`config.mk`:
```
export PLATFORM = sky130hd
export DESIGN_NAME = ecc_inj_ctrl
export DESIGN_NICKNAME = d
export VERILOG_FILES = /design/src/rtl/ecc_inj_pkg.sv /design/src/rtl/ecc_inj_regs.sv /design/src/rtl/ecc_inj_seq.sv /design/src/rtl/ecc_inj_mux.sv /design/src/rtl/ecc_inj_ctrl.sv
export SDC_FILE = /design/constraint.sdc
export NUM_CORES = 1
export LEC_CHECK = 0
export BUFFER_PORTS_ARGS = -buffer_cell sky130_fd_sc_hd__buf_2
export CAP_MARGIN = 20
export CORE_AREA = 2 2 220 222
export CTS_BUF_LIST = sky130_fd_sc_hd__clkbuf_4 sky130_fd_sc_hd__clkbuf_8
export DETAILED_ROUTE_END_ITERATION = 7
export DIE_AREA = 0 0 222 224
export GPL_TIMING_DRIVEN = 0
export SETUP_SLACK_MARGIN = 0.3
export SLEW_MARGIN = 20
export SYNTH_ARGS = -nofsm -noshare
export SYNTH_HDL_FRONTEND = slang
export SYNTH_SLANG_ARGS = --single-unit
```
`constraint.sdc`:
```
create_clock -name clk -period 3.05 [get_ports clk]
set_input_delay 0.61 -clock clk [delete_from_list [all_inputs] [get_ports clk]]
set_output_delay 0.61 -clock clk [all_outputs]
set_load 0.02 [all_outputs]
```
`src/rtl/ecc_inj_pkg.sv`:
```
// Shared encodings of the ECC injection controller.
// Assumes: the status, error and target codes are software-visible and must not change.
package ecc_inj_pkg;

    typedef enum logic [2:0] {
        SEQ_IDLE,
        SEQ_RD_REQ,
        SEQ_RD_RSP,
        SEQ_WR_META,
        SEQ_WR_DATA
    } seq_state_t;

    localparam logic [2:0] ST_IDLE     = 3'd0;
    localparam logic [2:0] ST_WORKING  = 3'd1;
    localparam logic [2:0] ST_INJECTED = 3'd2;
    localparam logic [2:0] ST_ERROR    = 3'd7;

    localparam logic [2:0] ER_DISABLED   = 3'd0;
    localparam logic [2:0] ER_BAD_TARGET = 3'd1;
    localparam logic [2:0] ER_MISS       = 3'd2;

    localparam int WIN_BYTES = 128;

endpackage

```
`src/rtl/ecc_inj_regs.sv`:
```
// Register window: control word and injection address.
// Decodes a WIN_BYTES window at BASE_ADDR, which must be aligned to the window size.
// Produces a one-cycle start request that carries the enable and target of the same write.
module ecc_inj_regs
    import ecc_inj_pkg::*;
#(
    parameter int                BUS_AW    = 32,
    parameter logic [BUS_AW-1:0] BASE_ADDR = 32'h3802_2080,
    parameter int                PADDR_W   = 48
) (
    input  logic               clk,
    input  logic               rst_n,
    input  logic               bus_we,
    input  logic [BUS_AW-1:0]  bus_addr,
    input  logic [63:0]        bus_wdata,
    output logic [63:0]        bus_rdata,
    input  logic [2:0]         status,
    input  logic [2:0]         err,
    output logic               chk_en,
    output logic [PADDR_W-1:0] paddr,
    output logic               inj_req,
    output logic               req_en,
    output logic [1:0]         req_target
);
    localparam int WIN_LSB = $clog2(WIN_BYTES);

    logic             in_win;
    logic             sel_ctrl;
    logic             sel_addr;
    logic [1:0]       tgt_q;
    logic             unused_wdata;

    // Window and offset decode.
    always_comb begin
        in_win   = (bus_addr[BUS_AW-1:WIN_LSB] == BASE_ADDR[BUS_AW-1:WIN_LSB]);
        sel_ctrl = in_win && (bus_addr[WIN_LSB-1:0] == WIN_LSB'(0));
        sel_addr = in_win && (bus_addr[WIN_LSB-1:0] == WIN_LSB'(8));
    end

    // Writable fields of both registers.
    always_ff @(posedge clk) begin
        if (!rst_n) begin
            chk_en <= 1'b0;
            tgt_q  <= 2'd0;
            paddr  <= '0;
        end else if (bus_we) begin
            if (sel_ctrl) begin
                chk_en <= bus_wdata[0];
                tgt_q  <= bus_wdata[3:2];
            end
            if (sel_addr) begin
                paddr <= bus_wdata[PADDR_W-1:0];
            end
        end
    end

    // Start request uses the values carried by the same write.
    always_comb begin
        inj_req    = bus_we && sel_ctrl && bus_wdata[1];
        req_en     = bus_wdata[0];
        req_target = bus_wdata[3:2];
    end

    // Read mux; the start bit and unmapped bits read as zero.
    always_comb begin
        bus_rdata = 64'd0;
        if (sel_ctrl) begin
            bus_rdata = {54'd0, err, status, tgt_q, 1'b0, chk_en};
        end else if (sel_addr) begin
            bus_rdata = {{(64-PADDR_W){1'b0}}, paddr};
        end
    end

    assign unused_wdata = ^bus_wdata[63:PADDR_W];

endmodule

```
`src/rtl/ecc_inj_seq.sv`:
```
// Injection sequencer: screens a start request, reads the set's tags, checks for a hit,
// and writes one poisoned entry into the lowest hit way of the chosen array.
// Assumes the arrays accept a write in the cycle it is presented.
module ecc_inj_seq
    import ecc_inj_pkg::*;
#(
    parameter int PADDR_W  = 48,
    parameter int OFFSET_W = 6,
    parameter int SET_W    = 8,
    parameter int WAYS     = 4,
    parameter int DATA_W   = 64,
    localparam int TAG_W   = PADDR_W - OFFSET_W - SET_W,
    localparam int WAY_W   = (WAYS > 1) ? $clog2(WAYS) : 1
) (
    input  logic               clk,
    input  logic               rst_n,
    input  logic               inj_req,
    input  logic               req_en,
    input  logic [1:0]         req_target,
    input  logic [PADDR_W-1:0] paddr,
    input  logic               rd_ready,
    input  logic               rsp_valid,
    input  logic [WAYS*TAG_W-1:0] rsp_tags,
    input  logic [WAYS-1:0]    rsp_vld,
    output logic               busy,
    output logic [2:0]         status,
    output logic [2:0]         err,
    output logic               rd_valid,
    output logic [SET_W-1:0]   op_set,
    output logic               tag_wr_valid,
    output logic               data_wr_valid,
    output logic [WAY_W-1:0]   op_way,
    output logic [TAG_W-1:0]   op_tag,
    output logic [DATA_W-1:0]  op_data
);
    seq_state_t       state;
    logic             to_data;
    logic             hit;
    logic [WAY_W-1:0] hit_way;
    logic             unused_offset;

    // Lowest-index way whose valid tag matches the captured tag.
    always_comb begin
        hit     = 1'b0;
        hit_way = '0;
        for (int w = WAYS - 1; w >= 0; w--) begin
            if (rsp_vld[w] && (rsp_tags[w*TAG_W +: TAG_W] == op_tag)) begin
                hit     = 1'b1;
                hit_way = WAY_W'(w);
            end
        end
    end

    // Sequencer state, captured request and software-visible outcome.
    always_ff @(posedge clk) begin
        if (!rst_n) begin
            state   <= SEQ_IDLE;
            status  <= ST_IDLE;
            err     <= ER_DISABLED;
            op_set  <= '0;
            op_tag  <= '0;
            op_way  <= '0;
            to_data <= 1'b0;
        end else begin
            case (state)
                SEQ_IDLE: begin
                    if (inj_req) begin
                        if (!req_en) begin
                            status <= ST_ERROR;
                            err    <= ER_DISABLED;
                        end else if (req_target[0]) begin
                            status <= ST_ERROR;
                            err    <= ER_BAD_TARGET;
                        end else begin
                            status  <= ST_WORKING;
                            state   <= SEQ_RD_REQ;
                            op_set  <= paddr[OFFSET_W +: SET_W];
                            op_tag  <= paddr[PADDR_W-1 -: TAG_W];
                            to_data <= req_target[1];
                        end
                    end
                end
                SEQ_RD_REQ: begin
                    if (rd_ready) state <= SEQ_RD_RSP;
                end
                SEQ_RD_RSP: begin
                    if (rsp_valid) begin
                        if (hit) begin
                            op_way <= hit_way;
                            state  <= to_data ? SEQ_WR_DATA : SEQ_WR_META;
                        end else begin
                            state  <= SEQ_IDLE;
                            status <= ST_ERROR;
                            err    <= ER_MISS;
                        end
                    end
                end
                default: begin
                    state  <= SEQ_IDLE;
                    status <= ST_INJECTED;
                end
            endcase
        end
    end

    // Array-side strobes decoded from the state.
    always_comb begin
        busy          = (state != SEQ_IDLE);
        rd_valid      = (state == SEQ_RD_REQ);
        tag_wr_valid  = (state == SEQ_WR_META);
        data_wr_valid = (state == SEQ_WR_DATA);
        op_data       = '0;
    end

    assign unused_offset = ^paddr[OFFSET_W-1:0];

    // the read request and its set hold until the handshake.
    assert_rd_hold_R5: assert property (@(posedge clk) disable iff (!rst_n)
        rd_valid && !rd_ready |=> rd_valid && $stable(op_set));

    // one tag write, then injected.
    assert_tag_wr_once_R7: assert property (@(posedge clk) disable iff (!rst_n)
        tag_wr_valid |=> !tag_wr_valid && status == ST_INJECTED);

    // one data write, then injected.
    assert_data_wr_once_R8: assert property (@(posedge clk) disable iff (!rst_n)
        data_wr_valid |=> !data_wr_valid && status == ST_INJECTED);

    // disabled start reports error 0 regardless of target.
    assert_disabled_err_R3: assert property (@(posedge clk) disable iff (!rst_n)
        inj_req && !busy && !req_en |=> status == ST_ERROR && err == ER_DISABLED && !rd_valid);

    // a start while the read is pending leaves the run working.
    assert_restart_ignored_R10: assert property (@(posedge clk) disable iff (!rst_n)
        inj_req && rd_valid |=> status == ST_WORKING);

endmodule

```
`src/rtl/ecc_inj_mux.sv`:
```
// Array port steering: pipeline ports pass through when idle; the sequencer owns them when busy.
// Assumes the sequencer's writes are always poisoned.
module ecc_inj_mux #(
    parameter int SET_W  = 8,
    parameter int WAY_W  = 2,
    parameter int TAG_W  = 34,
    parameter int DATA_W = 64
) (
    input  logic              busy,
    input  logic              seq_rd_valid,
    input  logic              seq_tag_wr_valid,
    input  logic              seq_data_wr_valid,
    input  logic [SET_W-1:0]  seq_set,
    input  logic [WAY_W-1:0]  seq_way,
    input  logic [TAG_W-1:0]  seq_tag,
    input  logic [DATA_W-1:0] seq_data,
    input  logic              pipe_tag_rd_valid,
    input  logic [SET_W-1:0]  pipe_tag_rd_set,
    output logic              pipe_tag_rd_ready,
    input  logic              pipe_tag_wr_valid,
    input  logic [SET_W-1:0]  pipe_tag_wr_set,
    input  logic [WAY_W-1:0]  pipe_tag_wr_way,
    input  logic [TAG_W-1:0]  pipe_tag_wr_tag,
    input  logic              pipe_tag_wr_poison,
    input  logic              pipe_data_wr_valid,
    input  logic [SET_W-1:0]  pipe_data_wr_set,
    input  logic [WAY_W-1:0]  pipe_data_wr_way,
    input  logic [DATA_W-1:0] pipe_data_wr_data,
    input  logic              pipe_data_wr_poison,
    output logic              arr_tag_rd_valid,
    output logic [SET_W-1:0]  arr_tag_rd_set,
    input  logic              arr_tag_rd_ready,
    output logic              arr_tag_wr_valid,
    output logic [SET_W-1:0]  arr_tag_wr_set,
    output logic [WAY_W-1:0]  arr_tag_wr_way,
    output logic [TAG_W-1:0]  arr_tag_wr_tag,
    output logic              arr_tag_wr_poison,
    output logic              arr_data_wr_valid,
    output logic [SET_W-1:0]  arr_data_wr_set,
    output logic [WAY_W-1:0]  arr_data_wr_way,
    output logic [DATA_W-1:0] arr_data_wr_data,
    output logic              arr_data_wr_poison
);
    // Select the owner of every array port.
    always_comb begin
        if (busy) begin
            arr_tag_rd_valid   = seq_rd_valid;
            arr_tag_rd_set     = seq_set;
            pipe_tag_rd_ready  = 1'b0;
            arr_tag_wr_valid   = seq_tag_wr_valid;
            arr_tag_wr_set     = seq_set;
            arr_tag_wr_way     = seq_way;
            arr_tag_wr_tag     = seq_tag;
            arr_tag_wr_poison  = 1'b1;
            arr_data_wr_valid  = seq_data_wr_valid;
            arr_data_wr_set    = seq_set;
            arr_data_wr_way    = seq_way;
            arr_data_wr_data   = seq_data;
            arr_data_wr_poison = 1'b1;
        end else begin
            arr_tag_rd_valid   = pipe_tag_rd_valid;
            arr_tag_rd_set     = pipe_tag_rd_set;
            pipe_tag_rd_ready  = arr_tag_rd_ready;
            arr_tag_wr_valid   = pipe_tag_wr_valid;
            arr_tag_wr_set     = pipe_tag_wr_set;
            arr_tag_wr_way     = pipe_tag_wr_way;
            arr_tag_wr_tag     = pipe_tag_wr_tag;
            arr_tag_wr_poison  = pipe_tag_wr_poison;
            arr_data_wr_valid  = pipe_data_wr_valid;
            arr_data_wr_set    = pipe_data_wr_set;
            arr_data_wr_way    = pipe_data_wr_way;
            arr_data_wr_data   = pipe_data_wr_data;
            arr_data_wr_poison = pipe_data_wr_poison;
        end
    end

endmodule

```
`src/rtl/ecc_inj_ctrl.sv`:
```
// Top of the cache ECC injection controller: register window, sequencer and port steering.
// Assumes a single-cycle register bus with combinational read data.
module ecc_inj_ctrl
    import ecc_inj_pkg::*;
#(
    parameter int                BUS_AW    = 32,
    parameter logic [BUS_AW-1:0] BASE_ADDR = 32'h3802_2080,
    parameter int                PADDR_W   = 48,
    parameter int                OFFSET_W  = 6,
    parameter int                SET_W     = 8,
    parameter int                WAYS      = 4,
    parameter int                DATA_W    = 64,
    localparam int               TAG_W     = PADDR_W - OFFSET_W - SET_W,
    localparam int               WAY_W     = (WAYS > 1) ? $clog2(WAYS) : 1
) (
    input  logic                  clk,
    input  logic                  rst_n,
    input  logic                  bus_we,
    input  logic [BUS_AW-1:0]     bus_addr,
    input  logic [63:0]           bus_wdata,
    output logic [63:0]           bus_rdata,
    output logic                  ecc_check_en,
    input  logic                  pipe_tag_rd_valid,
    input  logic [SET_W-1:0]      pipe_tag_rd_set,
    output logic                  pipe_tag_rd_ready,
    input  logic                  pipe_tag_wr_valid,
    input  logic [SET_W-1:0]      pipe_tag_wr_set,
    input  logic [WAY_W-1:0]      pipe_tag_wr_way,
    input  logic [TAG_W-1:0]      pipe_tag_wr_tag,
    input  logic                  pipe_tag_wr_poison,
    input  logic                  pipe_data_wr_valid,
    input  logic [SET_W-1:0]      pipe_data_wr_set,
    input  logic [WAY_W-1:0]      pipe_data_wr_way,
    input  logic [DATA_W-1:0]     pipe_data_wr_data,
    input  logic                  pipe_data_wr_poison,
    output logic                  arr_tag_rd_valid,
    output logic [SET_W-1:0]      arr_tag_rd_set,
    input  logic                  arr_tag_rd_ready,
    input  logic                  arr_tag_rsp_valid,
    input  logic [WAYS*TAG_W-1:0] arr_tag_rsp_tags,
    input  logic [WAYS-1:0]       arr_tag_rsp_vld,
    output logic                  arr_tag_wr_valid,
    output logic [SET_W-1:0]      arr_tag_wr_set,
    output logic [WAY_W-1:0]      arr_tag_wr_way,
    output logic [TAG_W-1:0]      arr_tag_wr_tag,
    output logic                  arr_tag_wr_poison,
    output logic                  arr_data_wr_valid,
    output logic [SET_W-1:0]      arr_data_wr_set,
    output logic [WAY_W-1:0]      arr_data_wr_way,
    output logic [DATA_W-1:0]     arr_data_wr_data,
    output logic                  arr_data_wr_poison
);
    logic [2:0]         status;
    logic [2:0]         err;
    logic [PADDR_W-1:0] paddr;
    logic               inj_req;
    logic               req_en;
    logic [1:0]         req_target;
    logic               busy;
    logic               seq_rd_valid;
    logic               seq_tag_wr_valid;
    logic               seq_data_wr_valid;
    logic [SET_W-1:0]   seq_set;
    logic [WAY_W-1:0]   seq_way;
    logic [TAG_W-1:0]   seq_tag;
    logic [DATA_W-1:0]  seq_data;

    ecc_inj_regs #(
        .BUS_AW(BUS_AW), .BASE_ADDR(BASE_ADDR), .PADDR_W(PADDR_W)
    ) regs_i (
        .clk(clk), .rst_n(rst_n), .bus_we(bus_we), .bus_addr(bus_addr),
        .bus_wdata(bus_wdata), .bus_rdata(bus_rdata), .status(status), .err(err),
        .chk_en(ecc_check_en), .paddr(paddr), .inj_req(inj_req), .req_en(req_en),
        .req_target(req_target)
    );

    ecc_inj_seq #(
        .PADDR_W(PADDR_W), .OFFSET_W(OFFSET_W), .SET_W(SET_W), .WAYS(WAYS), .DATA_W(DATA_W)
    ) seq_i (
        .clk(clk), .rst_n(rst_n), .inj_req(inj_req), .req_en(req_en),
        .req_target(req_target), .paddr(paddr), .rd_ready(arr_tag_rd_ready),
        .rsp_valid(arr_tag_rsp_valid), .rsp_tags(arr_tag_rsp_tags), .rsp_vld(arr_tag_rsp_vld),
        .busy(busy), .status(status), .err(err), .rd_valid(seq_rd_valid), .op_set(seq_set),
        .tag_wr_valid(seq_tag_wr_valid), .data_wr_valid(seq_data_wr_valid),
        .op_way(seq_way), .op_tag(seq_tag), .op_data(seq_data)
    );

    ecc_inj_mux #(
        .SET_W(SET_W), .WAY_W(WAY_W), .TAG_W(TAG_W), .DATA_W(DATA_W)
    ) mux_i (
        .busy(busy), .seq_rd_valid(seq_rd_valid), .seq_tag_wr_valid(seq_tag_wr_valid),
        .seq_data_wr_valid(seq_data_wr_valid), .seq_set(seq_set), .seq_way(seq_way),
        .seq_tag(seq_tag), .seq_data(seq_data),
        .pipe_tag_rd_valid(pipe_tag_rd_valid), .pipe_tag_rd_set(pipe_tag_rd_set),
        .pipe_tag_rd_ready(pipe_tag_rd_ready), .pipe_tag_wr_valid(pipe_tag_wr_valid),
        .pipe_tag_wr_set(pipe_tag_wr_set), .pipe_tag_wr_way(pipe_tag_wr_way),
        .pipe_tag_wr_tag(pipe_tag_wr_tag), .pipe_tag_wr_poison(pipe_tag_wr_poison),
        .pipe_data_wr_valid(pipe_data_wr_valid), .pipe_data_wr_set(pipe_data_wr_set),
        .pipe_data_wr_way(pipe_data_wr_way), .pipe_data_wr_data(pipe_data_wr_data),
        .pipe_data_wr_poison(pipe_data_wr_poison),
        .arr_tag_rd_valid(arr_tag_rd_valid), .arr_tag_rd_set(arr_tag_rd_set),
        .arr_tag_rd_ready(arr_tag_rd_ready), .arr_tag_wr_valid(arr_tag_wr_valid),
        .arr_tag_wr_set(arr_tag_wr_set), .arr_tag_wr_way(arr_tag_wr_way),
        .arr_tag_wr_tag(arr_tag_wr_tag), .arr_tag_wr_poison(arr_tag_wr_poison),
        .arr_data_wr_valid(arr_data_wr_valid), .arr_data_wr_set(arr_data_wr_set),
        .arr_data_wr_way(arr_data_wr_way), .arr_data_wr_data(arr_data_wr_data),
        .arr_data_wr_poison(arr_data_wr_poison)
    );

    // no unpoisoned array write while the sequencer owns the ports.
    assert_no_pipe_leak_R9: assert property (@(posedge clk) disable iff (!rst_n)
        status == ST_WORKING && (arr_tag_wr_valid || arr_data_wr_valid) |->
        (arr_tag_wr_valid ? arr_tag_wr_poison : arr_data_wr_poison));

endmodule

```
==> impl_metrics.yaml, run 1 <==
setup_path:
  rr_startpoint: "seq_i.op_tag[24]"
  crit_required_ns: 2.44
  startpoint_type: "input port"
  r2r-end: "seq_i.state[0]"
  cp.arrival_ns: 2.31
  critPathKind: "input port to primary output"
  worst-path-max-fanout: 5
  r2r_setup_slack_ns: 0.37
  rr_worst_depth: 8
  critPathCaptureType: "primary output"
sta:
  finClkSkew_ns: 0.02442
  post-route-period-util_pct: 95.62
  setup_viol: 0
  setup_slack_ns: 0.1337
  layout_min_cycle_time_ns: 2.916
  fmax_ghz: 0.3429
  drv_slew: 0
  grt_setup_unrepaired: "yes"
  setup_tns_ns: 0
  hold_viol: 0
  relSlewSlack_pct: 47.16
  worst_pin_slew_ns: 0.7926
clock_tree:
  clock_sinks: 104
  htreeDepth: 3
  cts_buffer_depth: 2
  clk_pin_slew_ns: 0.13
  cts_root_buffer: "clkbuf_8"
  cts_tree: "built"
  clock_latency_ns: 0.41
  numCtsBuffers: 9
synth:
  async_flop_share_pct: 0
  avgSynthCellArea_sq_um: 6.896
  netlist_area_sq_mm: 0.007655
  yosysTopAreaCellShare_pct: 27.20
  synth-edff-count: 0
  yosysTopAreaCell: "dfxtp_1"
  ys_warn_count: 0
  ys_seq_elements: 104
  synth_area_leaders: "dfxtp_1 (27%), nand2_1 (18%), xnor2_1 (11%), and2_1 (8.6%), a21oi_1 (6.5%)"
  synth_ff_type: "dfxtp_1"
  yosysSeqAreaShare_pct: 27.20
  yosysUniqueCellTypes: 47
  yosysMostFrequentCell: "nand2_1"
  synthCells: 1110
  yosys-top-cells-count: "nand2_1 (363), and2_1 (105), dfxtp_1 (104)"
power:
  p_leak_uw: 0.005726
  max-vdd-ir-drop_uv: 183.4
  power_density_mw_per_mm2: 243.8
  total_power_uw: 3051
die:
  fp.dieW_um: 222
  core_area_sq_mm: 0.04735
  dieHeight_um: 224
  die_area_sq_mm: 0.04973
  rows: 80
  ios: 569
  start_util_pct: 16.17
global_routing:
  grt_usage_pct: 17.30
  grt_pass1_vias: 9384
  grt_pass1_wl_um: 61810
  grt-ovfl-total: 0
  antenna_found_initial: 3
  grt_max_degree: 19
place:
  pre_cts_slack_ns: -0.8153
  hpwlAfterDp_um: 36690
  finalWeightedCongestion: 0.9213
  dp.cells: 2275
  port_buffers: 534
route:
  num_vias: 9731
  ant_nets: 0
  vias_per_cell: 4.211
  routedWlPerCell_um: 19.57
  first_pass_iters: 5
  wl_um: 45230
  drc: 0
  drt_iter0_markers: 585
outcome:
  status: "finished clean"
run:
  drv_cap: 0
layout:
  layout.cells.non_filler: 2311
  drive_above_1_share_pct: 44.25
  fin_util_pct: 26.44
  syn_to_final_growth_pct: 63.50
  num-nets-final: 2062
hold_path:
  worstHoldStart: "bus_wdata[34]"
  hp-class: "input port to flop"
  hold_end: "regs_i.paddr[34]"
  whs_path_depth: 3
## metrics by stage
| stage | area, sq um | hold WS [ns] |
|---|---|---|
| 6_report | 12520 | 0.4126 |
| 5_1_grt | 12520 | 0.3957 |
| 4_1_cts | 12200 | 0.3884 |
| 3_5_place_dp | 11220 | 0.4465 |
| 3_3_place_gp | 11210 | 0.4400 |
| 2_1_floorplan | 7764 | 0.4317 |
## cells in the final DEF, fill, tap and decap left out, drive strengths merged, types with 3 or more instances in the layout
cell	instances
o21ai	6
or4	9
and3	5
nor4bb	3
and2	105
nor4	26
xnor2	98
clkbuf	64
nor3	10
mux2i	11
nand3	11
conb	16
xor2	44
nor4b	5
nand2b	6
nor2	20
o22ai	3
nand4	43
buf	608
dfxtp	104
a31o	3
a21oi	99
nand2	363
inv	10
## how the worst max path moves through the flow
stage | endpoint | cells after the start | startpoint | slack [ns]
5_1_grt | bus_rdata[35] | 10 | bus_addr[20] | 0.02
2_1_floorplan | bus_rdata[10] | 7 | bus_addr[8] | 0.27
4_1_cts | bus_rdata[35] | 10 | bus_addr[22] | 0.1
3_5_place_dp | bus_rdata[47] | 9 | bus_addr[8] | -0.82
3_3_place_gp | arr_tag_wr_tag[6] | 7 | seq_i.state[2] | -1.58
6_report | bus_rdata[34] | 10 | bus_addr[31] | 0.13
## cells by family (layout without fill, tap and decap cells)
family | Yosys count | after routing | synth area share, %
xor gates and xnor gates | 142 | 142 | 16.25
DFF | 104 | 104 | 27.20
muxes | 11 | 11 | 1.438
AOI/OAI and AO/OA | 121 | 121 | 8.630
buffers and inverters | 115 | 685 | 7.306
and+or+nand+nor | 616 | 616 | 39.13
other | 1 | 17 | 0.04899
## where the power goes
part	switching (uW)	leakage (uW)	internal, uW	total [uW]
registers	1.55	0.000838	1360	1360
logic	424	0.00479	361	785
clock network	562	0.0000967	344	906
## registers in the layout, indices dropped and copies added (netlist names)
name and count:
regs_i.chk_en 1, seq_i.op_way 2, seq_i.state 3, seq_i.op_set 8
seq_i.err 2, regs_i.tgt_q 2, seq_i.status 3, regs_i.paddr 48
seq_i.op_tag 34, seq_i.to_data 1
## final cells by class
type	count	area, sq um
clock inverters	5	50.05
inverters	8	30.03
clock buffers	11	145.1
fillers	5303	34830
multi-input cells	906	5446
well taps	615	769.5
diodes	1	2.502
flip-flops and latches	104	2083
repair buffers	554	3227
plain buffers	107	762.0
## repair_timing
action	CTS	global route
pin swaps	27	15
cloned	5	1
endpoints found under the setup margin	239	172
resized for setup	187	89
buffers inserted	9	4
endpoints found under the hold margin	0	0
hold buffers	0	0
## routing by layer
| metal | track usage, % | wire (um) | vias to the layer above |
|---|---|---|---|
| met3 | 3.856 | 3161 | 48 |
| li1 | - | - | 4762 |
| met1 | 20.97 | 18800 | 4462 |
| met4 | 5.427 | 1219 | 4 |
| met2 | 30.35 | 22030 | 455 |
| met5 | 0 | 23 | - |
## worst max-delay path, stage by stage
cell and delay (ns):
buf_2 0.11, nor4_1 0.25, nand4_1 0.18, or2_4 0.27, buf_8 0.12, nor2_4 0.15, buf_12 0.17, clkbuf_16 0.16
and2_4 0.14, buf_6 0.13
(Power assumes the default switching activity.)
==> run 2: changes to the inputs <==
--- a/config.mk
+++ b/config.mk
@@ -5,6 +5,7 @@
 export SDC_FILE = /design/constraint.sdc
 export NUM_CORES = 1
 export LEC_CHECK = 0
+export ABC_AREA = 1
 export BUFFER_PORTS_ARGS = -buffer_cell sky130_fd_sc_hd__buf_2
 export CAP_MARGIN = 20
 export CORE_AREA = 2 2 220 222
==> run 2 against run 1 <==
Effect of this change:
- fmax grew 9.5%
- clock skew shrank 0.0041 ns
- design area shrank 6.0%
- final cell count grew 11%
- combinational power is essentially flat
- flip-flop and latch count is the same
- routed wire length grew 6.5%
- die area is the same
- via count grew 7.5%
- global-route usage grew 1.1 points
==> impl_metrics.yaml, run 2 <==
outcome:
  status: "finished clean"
sta:
  finClkSkew_ns: 0.02031
  whs_ns: 0.4722
  post-route-period-util_pct: 87.34
  relSlewSlack_pct: 44.84
  grt_setup_unrepaired: "yes"
  drv_slew: 0
  layout_min_cycle_time_ns: 2.664
  setup_viol: 0
  worst_pin_slew_ns: 0.8274
  fmax_ghz: 0.3754
  setup_tns_ns: 0
  hold_viol: 0
place:
  port_buffers: 535
  finalWeightedCongestion: 0.9303
  hpwlAfterDp_um: 41860
synth:
  yosys-top-cells-count: "nand2_1 (378), nor2_1 (248), inv_1 (215)"
  avgSynthCellArea_sq_um: 5.691
  synthCells: 1374
  yosysTopAreaCell: "dfxtp_1"
  ys_seq_elements: 104
  yosysMostFrequentCell: "nand2_1"
  yosysTopAreaCellShare_pct: 26.62
  async_flop_share_pct: 0
  netlist_area_sq_mm: 0.007820
  ys_warn_count: 0
  synth_area_leaders: "dfxtp_1 (27%), nand2_1 (18%), nor2_1 (12%), inv_1 (10%), o21ai_0 (6.1%)"
  yosysUniqueCellTypes: 41
  synth_ff_type: "dfxtp_1"
  synth-edff-count: 0
  yosysSeqAreaShare_pct: 26.62
layout:
  top_regs: "regs_i.paddr: 48 flops, seq_i.op_tag: 34 flops, seq_i.op_set: 8 flops"
  num-nets-final: 2314
  drive_above_1_share_pct: 36.00
  mostFrequentLayoutCells: "buf_2 (544), nand2_1 (375), nor2_1 (243)"
  largest_reg_flops: 48
  regMostFlops: "regs_i.paddr"
  final_common_cell: "buf_2"
  syn_to_final_growth_pct: 50.45
power:
  p_seq_share_pct: 43.9
  power.internal_uw: 2109
  pwr-share-comb_pct: 25.5
  netSwitchingPower_uw: 980.2
  power_density_mw_per_mm2: 262.5
  swShare_pct: 31.73
  max-vdd-ir-drop_uv: 187.2
  p_clk_share_pct: 30.6
  p_leak_uw: 0.006375
clock_tree:
  cts_hold_buf: 0
  clk_pin_slew_ns: 0.12
  htreeDepth: 3
  cts_root_buffer: "clkbuf_8"
  clock_latency_ns: 0.40
  numCtsBuffers: 9
  clock_sinks: 104
  cts_tree: "built"
  cts_buffer_depth: 2
global_routing:
  grt_pass1_vias: 9707
  grt_max_degree: 19
  grt_pass1_wl_um: 65980
  grt_usage_pct: 18.41
  grt-ovfl-total: 0
  antenna_found_initial: 13
setup_path:
  critPathCaptureType: "primary output"
  crit_required_ns: 2.44
  critPathKind: "input port to primary output"
  slowest_delay_ns: 0.30
  cp_cell_sequence: "buf_2 > inv_1 > nand2_1 > nor4_2 > nand2_1 > buf_4 > buf_4 > nor2_1 > buf_2"
  crit_slowest_cell: "nor4_2"
  worst-path-max-fanout: 10
  startpoint_type: "input port"
  cp.arrival_ns: 2.05
route:
  first_pass_iters: 5
  wl_um: 48180
  drt_iter0_markers: 688
  routedWlPerCell_um: 18.77
  vias_per_cell: 4.077
  ant_nets: 0
  num_vias: 10465
  drc: 0
run:
  drv_cap: 0
die:
  rows: 80
  core_area_sq_mm: 0.04735
  die_area_sq_mm: 0.04973
  start_util_pct: 16.52
  dieHeight_um: 224
  ios: 569
  fp.dieW_um: 222
hold_path:
  hp-class: "flop to flop"
## run 2: cell types whose count changed after synthesis, sizes merged, moves of 26 or more
cell | previous run | this run
xor2 | 44 | 13
nor2 | 20 | 258
a211oi | 0 | 51
o21ai | 6 | 118
nand4 | 43 | 5
xnor2 | 98 | 21
inv | 8 | 241
a21oi | 99 | 50
nand2 | 363 | 389
and2 | 105 | 1
## run 2: area by class of cell
class / count / area (sq um)
plain buffers: 73 / 454.2
clock buffers: 10 / 137.6
flip-flops and latches: 104 / 2088
diodes: 5 / 12.51
clock inverters: 6 / 76.32
multi-input cells: 970 / 4559
well taps: 615 / 769.5
inverters: 242 / 908.4
fillers: 5499 / 35580
repair buffers: 542 / 2759
## run 2: cell families (layout without fill, tap and decap cells)
logic type                after synthesis  count (layout)  synth area share, %
and+or+nand+nor                       694             694                36.08
buffers and inverters                 315             873                16.43
other                                   1              21              0.04795
AOI/OAI and AO/OA                     226             226                17.01
DFF                                   104             104                26.62
xor gates and xnor gates               34              34                3.808
## run 2: layer usage
metal	track usage [%]	share of wire, %	up-vias
met5	0	0.095	-
met4	5.820	2.5	8
met3	2.584	5.6	56
met2	30.33	46	421
met1	24.78	46	4685
li1	-	-	5295
## run 2: final timing paths
kind,from,to,slack (ns),cells past startpoint
worst max register to register,seq_i.op_tag[26],seq_i.err[0],0.50,15
worst min-delay path,regs_i.paddr[3],regs_i.paddr[3],0.47,2
worst max-delay path,bus_addr[0],bus_rdata[32],0.39,9
worst min register to register,regs_i.paddr[3],regs_i.paddr[3],0.47,2
## run 2: repair_timing
| action | 4_1_cts | 5_1_grt |
|---|---|---|
| pin swaps | 2 | 0 |
| resized for setup | 39 | 39 |
| setup endpoints to repair | 174 | 111 |
| buffers inserted | 6 | 1 |
## run 2: power by group through the flow
| stage | Sequential [uW] | Clock [uW] | Combinational [uW] |
|---|---|---|---|
| after CTS | 1360 | 974 | 787 |
| after global placement | 1390 | 0 | 779 |
| after floorplan | 1390 | 0 | 366 |
| after detailed placement | 1390 | 0 | 779 |
| final | 1360 | 944 | 788 |
| after global routing | 1360 | 1020 | 857 |
## run 2: worst max-delay path, delay by kind of cell
kind | cells | cell delay, ns
buffers and inverters | 5 | 0.76
AND/OR/NAND/NOR | 4 | 0.69
## run 2: through the flow
step / util, % / std cells / worst slack (ns) / instance area [sq um] / total power (uW)
global route: 24.84 / 2565 / 0.2711 / 11760 / 3235
global placement: 23.92 / 2539 / -0.2491 / 11320 / 2167
CTS: 24.66 / 2561 / 0.2563 / 11670 / 3118
detailed placement: 23.92 / 2539 / -0.2289 / 11320 / 2168
finish: 24.85 / 2567 / 0.3860 / 11770 / 3089
floorplan: - / 1389 / 0.5582 / 7876 / 1754
